`src/rtl/nps_pkg.sv`:
```
package nps_pkg;
  localparam int unsigned NARROW_W_DEF = 72;
  localparam int unsigned CTL_W_DEF    = 8;
  localparam logic [7:0]  PAD_CTL_DEF  = 8'hFE;
endpackage

```
`src/rtl/nps_packer.sv`:
```
module nps_packer #(
  parameter int unsigned NW = nps_pkg::NARROW_W_DEF,
  parameter int unsigned CW = nps_pkg::CTL_W_DEF,
  parameter logic [CW-1:0] PAD_CTL = nps_pkg::PAD_CTL_DEF
) (
  input  logic            clk,
  input  logic            rst_n,
  input  logic            in_valid,
  output logic            in_ready,
  input  logic [NW-1:0]   in_word,
  input  logic            in_last,
  output logic            o_valid,
  input  logic            o_ready,
  output logic [2*NW-1:0] o_word,
  output logic            o_last
);
  localparam int unsigned WW = 2 * NW;
  localparam int unsigned DW = NW - CW;

  function automatic logic [NW-1:0] make_pad();
    return {PAD_CTL, {DW{1'b0}}};
  endfunction

  function automatic logic [WW-1:0] join_pair(input logic [NW-1:0] hi, input logic [NW-1:0] lo);
    return {hi, lo};
  endfunction

  function automatic logic is_pad(input logic [NW-1:0] w);
    return w[NW-1 -: CW] == PAD_CTL;
  endfunction

  logic          hold_v;
  logic [NW-1:0] hold_w;
  logic          out_v;
  logic [WW-1:0] out_w;
  logic          out_l;

  // named internal events
  logic out_free, in_fire, emit_pair, emit_padded, park;
  logic [WW-1:0] next_w;

  always_comb begin
    out_free    = !out_v || o_ready;
    in_ready    = (hold_v || in_last) ? out_free : 1'b1;
    in_fire     = in_valid && in_ready;
    emit_pair   = in_fire && hold_v;
    emit_padded = in_fire && !hold_v && in_last;
    park        = in_fire && !hold_v && !in_last;
    next_w      = emit_pair ? join_pair(hold_w, in_word) : join_pair(in_word, make_pad());
  end

  always_ff @(posedge clk) begin
    if (!rst_n) begin
      hold_v <= 1'b0;
      hold_w <= '0;
      out_v  <= 1'b0;
      out_w  <= '0;
      out_l  <= 1'b0;
    end else begin
      if (emit_pair || emit_padded) begin
        out_v <= 1'b1;
        out_w <= next_w;
        out_l <= in_last;
      end else if (o_ready) begin
        out_v <= 1'b0;
      end
      if (park) begin
        hold_v <= 1'b1;
        hold_w <= in_word;
      end else if (emit_pair) begin
        hold_v <= 1'b0;
      end
    end
  end

  assign o_valid = out_v;
  assign o_word  = out_w;
  assign o_last  = out_l;

  AST_PAD_ONLY_AT_END: assert property (@(posedge clk) disable iff (!rst_n)
    o_valid && is_pad(o_word[NW-1:0]) |-> o_last);
  AST_WIDE_STABLE: assert property (@(posedge clk) disable iff (!rst_n)
    o_valid && !o_ready |=> o_valid && $stable(o_word) && $stable(o_last));
  AST_PAIR_CLOSES_PACKET: assert property (@(posedge clk) disable iff (!rst_n)
    hold_v && in_valid && in_ready && in_last |=> o_valid && o_last && !hold_v);
endmodule

```
`src/rtl/nps_unpacker.sv`:
```
module nps_unpacker #(
  parameter int unsigned NW = nps_pkg::NARROW_W_DEF,
  parameter int unsigned CW = nps_pkg::CTL_W_DEF,
  parameter logic [CW-1:0] PAD_CTL = nps_pkg::PAD_CTL_DEF
) (
  input  logic            clk,
  input  logic            rst_n,
  input  logic            w_valid,
  output logic            w_ready,
  input  logic [2*NW-1:0] w_word,
  input  logic            w_last,
  output logic            o_valid,
  input  logic            o_ready,
  output logic [NW-1:0]   o_word,
  output logic            o_last
);
  localparam int unsigned WW = 2 * NW;

  function automatic logic is_pad(input logic [NW-1:0] w);
    return w[NW-1 -: CW] == PAD_CTL;
  endfunction

  function automatic logic [NW-1:0] upper_half(input logic [WW-1:0] w);
    return w[WW-1:NW];
  endfunction

  function automatic logic [NW-1:0] lower_half(input logic [WW-1:0] w);
    return w[NW-1:0];
  endfunction

  logic          r_v;
  logic          r_l;
  logic [WW-1:0] r_w;
  logic          half_sel; // 0: upper half pending, 1: lower half pending

  // named internal events
  logic drop_lo, out_fire, done, w_fire;

  always_comb begin
    drop_lo  = r_l && is_pad(lower_half(r_w));
    o_valid  = r_v;
    o_word   = half_sel ? lower_half(r_w) : upper_half(r_w);
    o_last   = half_sel ? r_l : drop_lo;
    out_fire = o_valid && o_ready;
    done     = out_fire && (half_sel || drop_lo);
    w_ready  = !r_v || done;
    w_fire   = w_valid && w_ready;
  end

  always_ff @(posedge clk) begin
    if (!rst_n) begin
      r_v      <= 1'b0;
      r_l      <= 1'b0;
      r_w      <= '0;
      half_sel <= 1'b0;
    end else begin
      if (w_fire) begin
        r_v      <= 1'b1;
        r_w      <= w_word;
        r_l      <= w_last;
        half_sel <= 1'b0;
      end else if (done) begin
        r_v      <= 1'b0;
        half_sel <= 1'b0;
      end else if (out_fire) begin
        half_sel <= 1'b1;
      end
    end
  end

  AST_NARROW_STABLE: assert property (@(posedge clk) disable iff (!rst_n)
    o_valid && !o_ready |=> o_valid && $stable(o_word) && $stable(o_last));
  AST_NO_PAD_AT_END: assert property (@(posedge clk) disable iff (!rst_n)
    o_valid && o_last |-> !is_pad(o_word));
  AST_LOWER_FOLLOWS: assert property (@(posedge clk) disable iff (!rst_n)
    o_valid && o_ready && !half_sel && !drop_lo |=> o_valid && half_sel);
endmodule

```
`src/rtl/nps_pad_strip.sv`:
```
module nps_pad_strip #(
  parameter int unsigned NW = nps_pkg::NARROW_W_DEF,
  parameter int unsigned CW = nps_pkg::CTL_W_DEF,
  parameter logic [CW-1:0] PAD_CTL = nps_pkg::PAD_CTL_DEF
) (
  input  logic            clk,
  input  logic            rst_n,
  input  logic            ig_valid,
  output logic            ig_ready,
  input  logic [NW-1:0]   ig_word,
  input  logic            ig_last,
  output logic            ig_wide_valid,
  input  logic            ig_wide_ready,
  output logic [2*NW-1:0] ig_wide_word,
  output logic            ig_wide_last,
  input  logic            eg_wide_valid,
  output logic            eg_wide_ready,
  input  logic [2*NW-1:0] eg_wide_word,
  input  logic            eg_wide_last,
  output logic            eg_valid,
  input  logic            eg_ready,
  output logic [NW-1:0]   eg_word,
  output logic            eg_last
);
  nps_packer #(.NW(NW), .CW(CW), .PAD_CTL(PAD_CTL)) u_pack (
    .clk(clk), .rst_n(rst_n),
    .in_valid(ig_valid), .in_ready(ig_ready), .in_word(ig_word), .in_last(ig_last),
    .o_valid(ig_wide_valid), .o_ready(ig_wide_ready), .o_word(ig_wide_word), .o_last(ig_wide_last)
  );

  nps_unpacker #(.NW(NW), .CW(CW), .PAD_CTL(PAD_CTL)) u_unpack (
    .clk(clk), .rst_n(rst_n),
    .w_valid(eg_wide_valid), .w_ready(eg_wide_ready), .w_word(eg_wide_word), .w_last(eg_wide_last),
    .o_valid(eg_valid), .o_ready(eg_ready), .o_word(eg_word), .o_last(eg_last)
  );

  AST_RESET_QUIET: assert property (@(posedge clk)
    !rst_n |=> !ig_wide_valid && !eg_valid);
endmodule

```
`config.mk`:
```
export PLATFORM = sky130hd
export DESIGN_NAME = nps_pad_strip
export DESIGN_NICKNAME = d
export VERILOG_FILES = /design/src/rtl/nps_pkg.sv /design/src/rtl/nps_packer.sv /design/src/rtl/nps_unpacker.sv /design/src/rtl/nps_pad_strip.sv
export SDC_FILE = /design/constraint.sdc
export NUM_CORES = 1
export LEC_CHECK = 0
export ABC_AREA = 0
export BUFFER_PORTS_ARGS = -buffer_cell sky130_fd_sc_hd__buf_2
export CAP_MARGIN = 20
export CELL_PAD_IN_SITES_DETAIL_PLACEMENT = 1
export CELL_PAD_IN_SITES_GLOBAL_PLACEMENT = 2
export CORE_UTILIZATION = 33
export DETAILED_ROUTE_END_ITERATION = 7
export PLACE_DENSITY = 0.82
export SYNTH_ARGS = -nofsm -noshare
export SYNTH_HDL_FRONTEND = slang
export SYNTH_SLANG_ARGS = --single-unit
export TNS_END_PERCENT = 10
```
`constraint.sdc`:
```
create_clock -name clk -period 3.98 [get_ports clk]
set_input_delay 0.398 -clock clk [delete_from_list [all_inputs] [get_ports clk]]
set_output_delay 0.398 -clock clk [all_outputs]
set_load 0.02 [all_outputs]
```
==> metrics.cfg <==
[status]
status=finished clean

[hold_path]
hold_start=eg_wide_last
whs_endpoint=u_unpack.r_l$_SDFFE_PN0P_
hp-class=in2reg
holdPathStages=3

[synth]
synthArstFlopShare_pct=0
yosys_most_used_dff=dfxtp_1
synthesis.nets=1764
syn_area_sq_um=14720
synth-seq-area-share_pct=49.77
synth_cell_types=31
yosysWarnings=0
synth_edf_count=0
syn_area_per_cell_sq_um=9.560
ys_ff_latch=366
synthCells=1540

[clock_tree]
cts_made_buffers=42
cts_resized=0
cts_setup_buffers=0
tritoncts=yes
cts-root-buf=clkbuf_16
path_clk_slew_ns=0.05
postCtsHoldBufs=0
insertion_delay_ns=0.56
cts_max_path_buffers=3
h-tree-depth=2
clock-sinks=366

[route]
drc=0
wl_per_cell_microns=18.46
wirelength_mm=46.96
ant_nets=0
vias_per_cell=4.989
drt-initial-drc-count=772
vias=12690
first_pass_iters=6

[flow_run]
drv_cap=0

[placement]
io_buffers=445
routabilityCongestion=0.7508
placed_area_sq_um=17330
dpl.cell_count=2459
dp_hpwl_mm=31.75
dpl_worst_slack_ns=1.582

[floorplan]
num_io_pins=446
coreArea_sq_um=44120
dieArea_sq_um=45460
rows=77
initial_core_util_pct=33.37
die_h_microns=213.2
fp.dieW_microns=213.2

[sta]
whs_ns=0.08897
finalSetupViolCount=0
timing.final.crit_share_pct=74.69
skew_ns=0.01976
rsz0062_at_grt=false
timing.setup.tns_ns=0
slew_headroom_pct=34.96
drv_slew=0
tightest_slew_ns=0.9721
fmax_mhz=336.4
fin_ws_ns=1.007
hold_viol=0
finalCriticalPeriod_ns=2.973

[worst_setup_path]
arrival_ns=2.57
rr_startpoint=u_pack.hold_v$_SDFFE_PN0P_
r2r_cells=5
r2r_end=u_pack.o_word[95]$_SDFFE_PN0P_
reg2reg_slack_ns=1.60
required_ns=3.58
crit_type=reg2out
crit_fanout=45
endpoint_kind=output pin
cp-start-kind=flip-flop

[cells_and_area]
postLayoutCellArea_sq_um=18750
final_util_pct=42.49
area_growth_syn_to_layout_pct=27.36
nFillCells=5154
nNetsFinal=2135
instances_no_fill=2544
layout-drive-gt1-share_pct=31.46

[power]
p_total_mw=8.951
power_density_nw_per_um2=477.4
irDropWorstVdd_uv=276.3
p_leak_nw=8.090

[global_routing]
busiest_layer=met2
use_met3_pct=7.839
use_met1_pct=23.73
antenna_found_initial=21
grt_pass1_wl_mm=70.93
grtUsageTotal_pct=19.86
grt_pass1_vias=12950
grt_overflow_total=0
grtUsageMet2_pct=32.38
grt_start_max_net_pins=118

==> logic make-up after synthesis <==
family / Yosys count / share of synthesized area (%)
multiplexers: 217 / 15.37
AO/OA/AOI/OAI: 228 / 12.96
AND/OR/NAND/NOR: 591 / 17.69
flip-flops: 366 / 49.77
buffers and inverters: 138 / 4.224
==> layer usage <==
metal,share of wire (%),vias to the layer above
li1,-,6080
met1,42,6088
met2,46,418
met4,2.2,22
met5,0.29,-
met3,9.5,85
==> registers in the layout, summed over array words and instances, names as in the netlist <==
signal             count
u_pack.o_word        144
u_unpack.r_w         144
u_pack.hold_w         72
u_pack.hold_v          1
u_pack.o_last          1
u_pack.o_valid         1
u_unpack.half_sel      1
u_unpack.o_valid       1
u_unpack.r_l           1
==> how the worst max path moves through the flow <==
stage	depth (start not counted)	startpoint	end	slack [ns]
floorplan	3	u_unpack.half_sel$_SDFFE_PP0P_	eg_word[10]	2.17
global placement	5	u_unpack.half_sel$_SDFFE_PP0P_	eg_wide_ready	1.63
detailed placement	5	u_unpack.half_sel$_SDFFE_PP0P_	u_unpack.r_w[137]$_SDFFE_PN0P_	1.58
CTS	5	u_unpack.half_sel$_SDFFE_PP0P_	eg_wide_ready	0.92
global route	5	u_unpack.half_sel$_SDFFE_PP0P_	eg_wide_ready	0.83
finish	5	u_unpack.half_sel$_SDFFE_PP0P_	eg_wide_ready	1.01
==> synth_stat cells, types with 2 or more instances <==
library cell / number / area, sq um
a21boi_0: 74 / 555.5
a21oi_1: 3 / 15.01
a222oi_1: 72 / 720.7
a22oi_1: 65 / 488.0
and3_1: 2 / 12.51
buf_1: 9 / 33.78
buf_2: 23 / 115.1
buf_4: 6 / 45.04
buf_6: 7 / 78.83
clkbuf_1: 88 / 330.3
dfxtp_1: 366 / 7327
inv_1: 4 / 15.01
mux2_2: 72 / 810.8
mux2i_1: 145 / 1451
nand2_1: 437 / 1640
nor2_1: 5 / 18.77
nor2b_1: 140 / 875.8
o21ai_0: 3 / 15.01
o221a_2: 7 / 78.83
==> critical path, stage by stage, from the launching register on <==
cell,delay [ns]
dfxtp_4,0.65
buf_4,0.62
inv_1,0.11
o31a_1,0.14
o21ai_0,0.26
buf_2,0.23
==> report_power, final <==
group	switching, mW	internal (mW)
registers	0.117	3.86
clock network	1.53	2.35
logic	0.643	0.446
==> cell usage in the layout (no fill, tap or decap), types with 4 or more instances in the layout <==
| cell type | n |
|---|---|
| a21boi_0 | 74 |
| a222oi_1 | 72 |
| a22oi_1 | 65 |
| buf_12 | 7 |
| buf_2 | 444 |
| buf_4 | 8 |
| clkbuf_1 | 11 |
| clkbuf_16 | 43 |
| clkbuf_8 | 13 |
| clkinv_2 | 4 |
| dfxtp_1 | 365 |
| diode_2 | 10 |
| inv_1 | 4 |
| mux2_2 | 72 |
| mux2i_1 | 145 |
| nand2_1 | 436 |
| nor2_1 | 5 |
| nor2b_1 | 140 |
| o221a_2 | 7 |
==> final cells by class <==
| type | instances | area, sq um | share of cell area (%) |
|---|---|---|---|
| inverter | 5 | 18.77 | 0.1001 |
| clock buffer | 67 | 1296 | 6.913 |
| antenna | 10 | 25.02 | 0.1335 |
| timing repair buffer | 460 | 2437 | 13.00 |
| multi-input combinational | 1036 | 6805 | 36.29 |
| tap | 592 | 740.7 | 3.950 |
| clock inverter | 8 | 96.34 | 0.5138 |
| sequential | 366 | 7331 | 39.10 |
No activity file was read; power rests on OpenSTA's default activity.
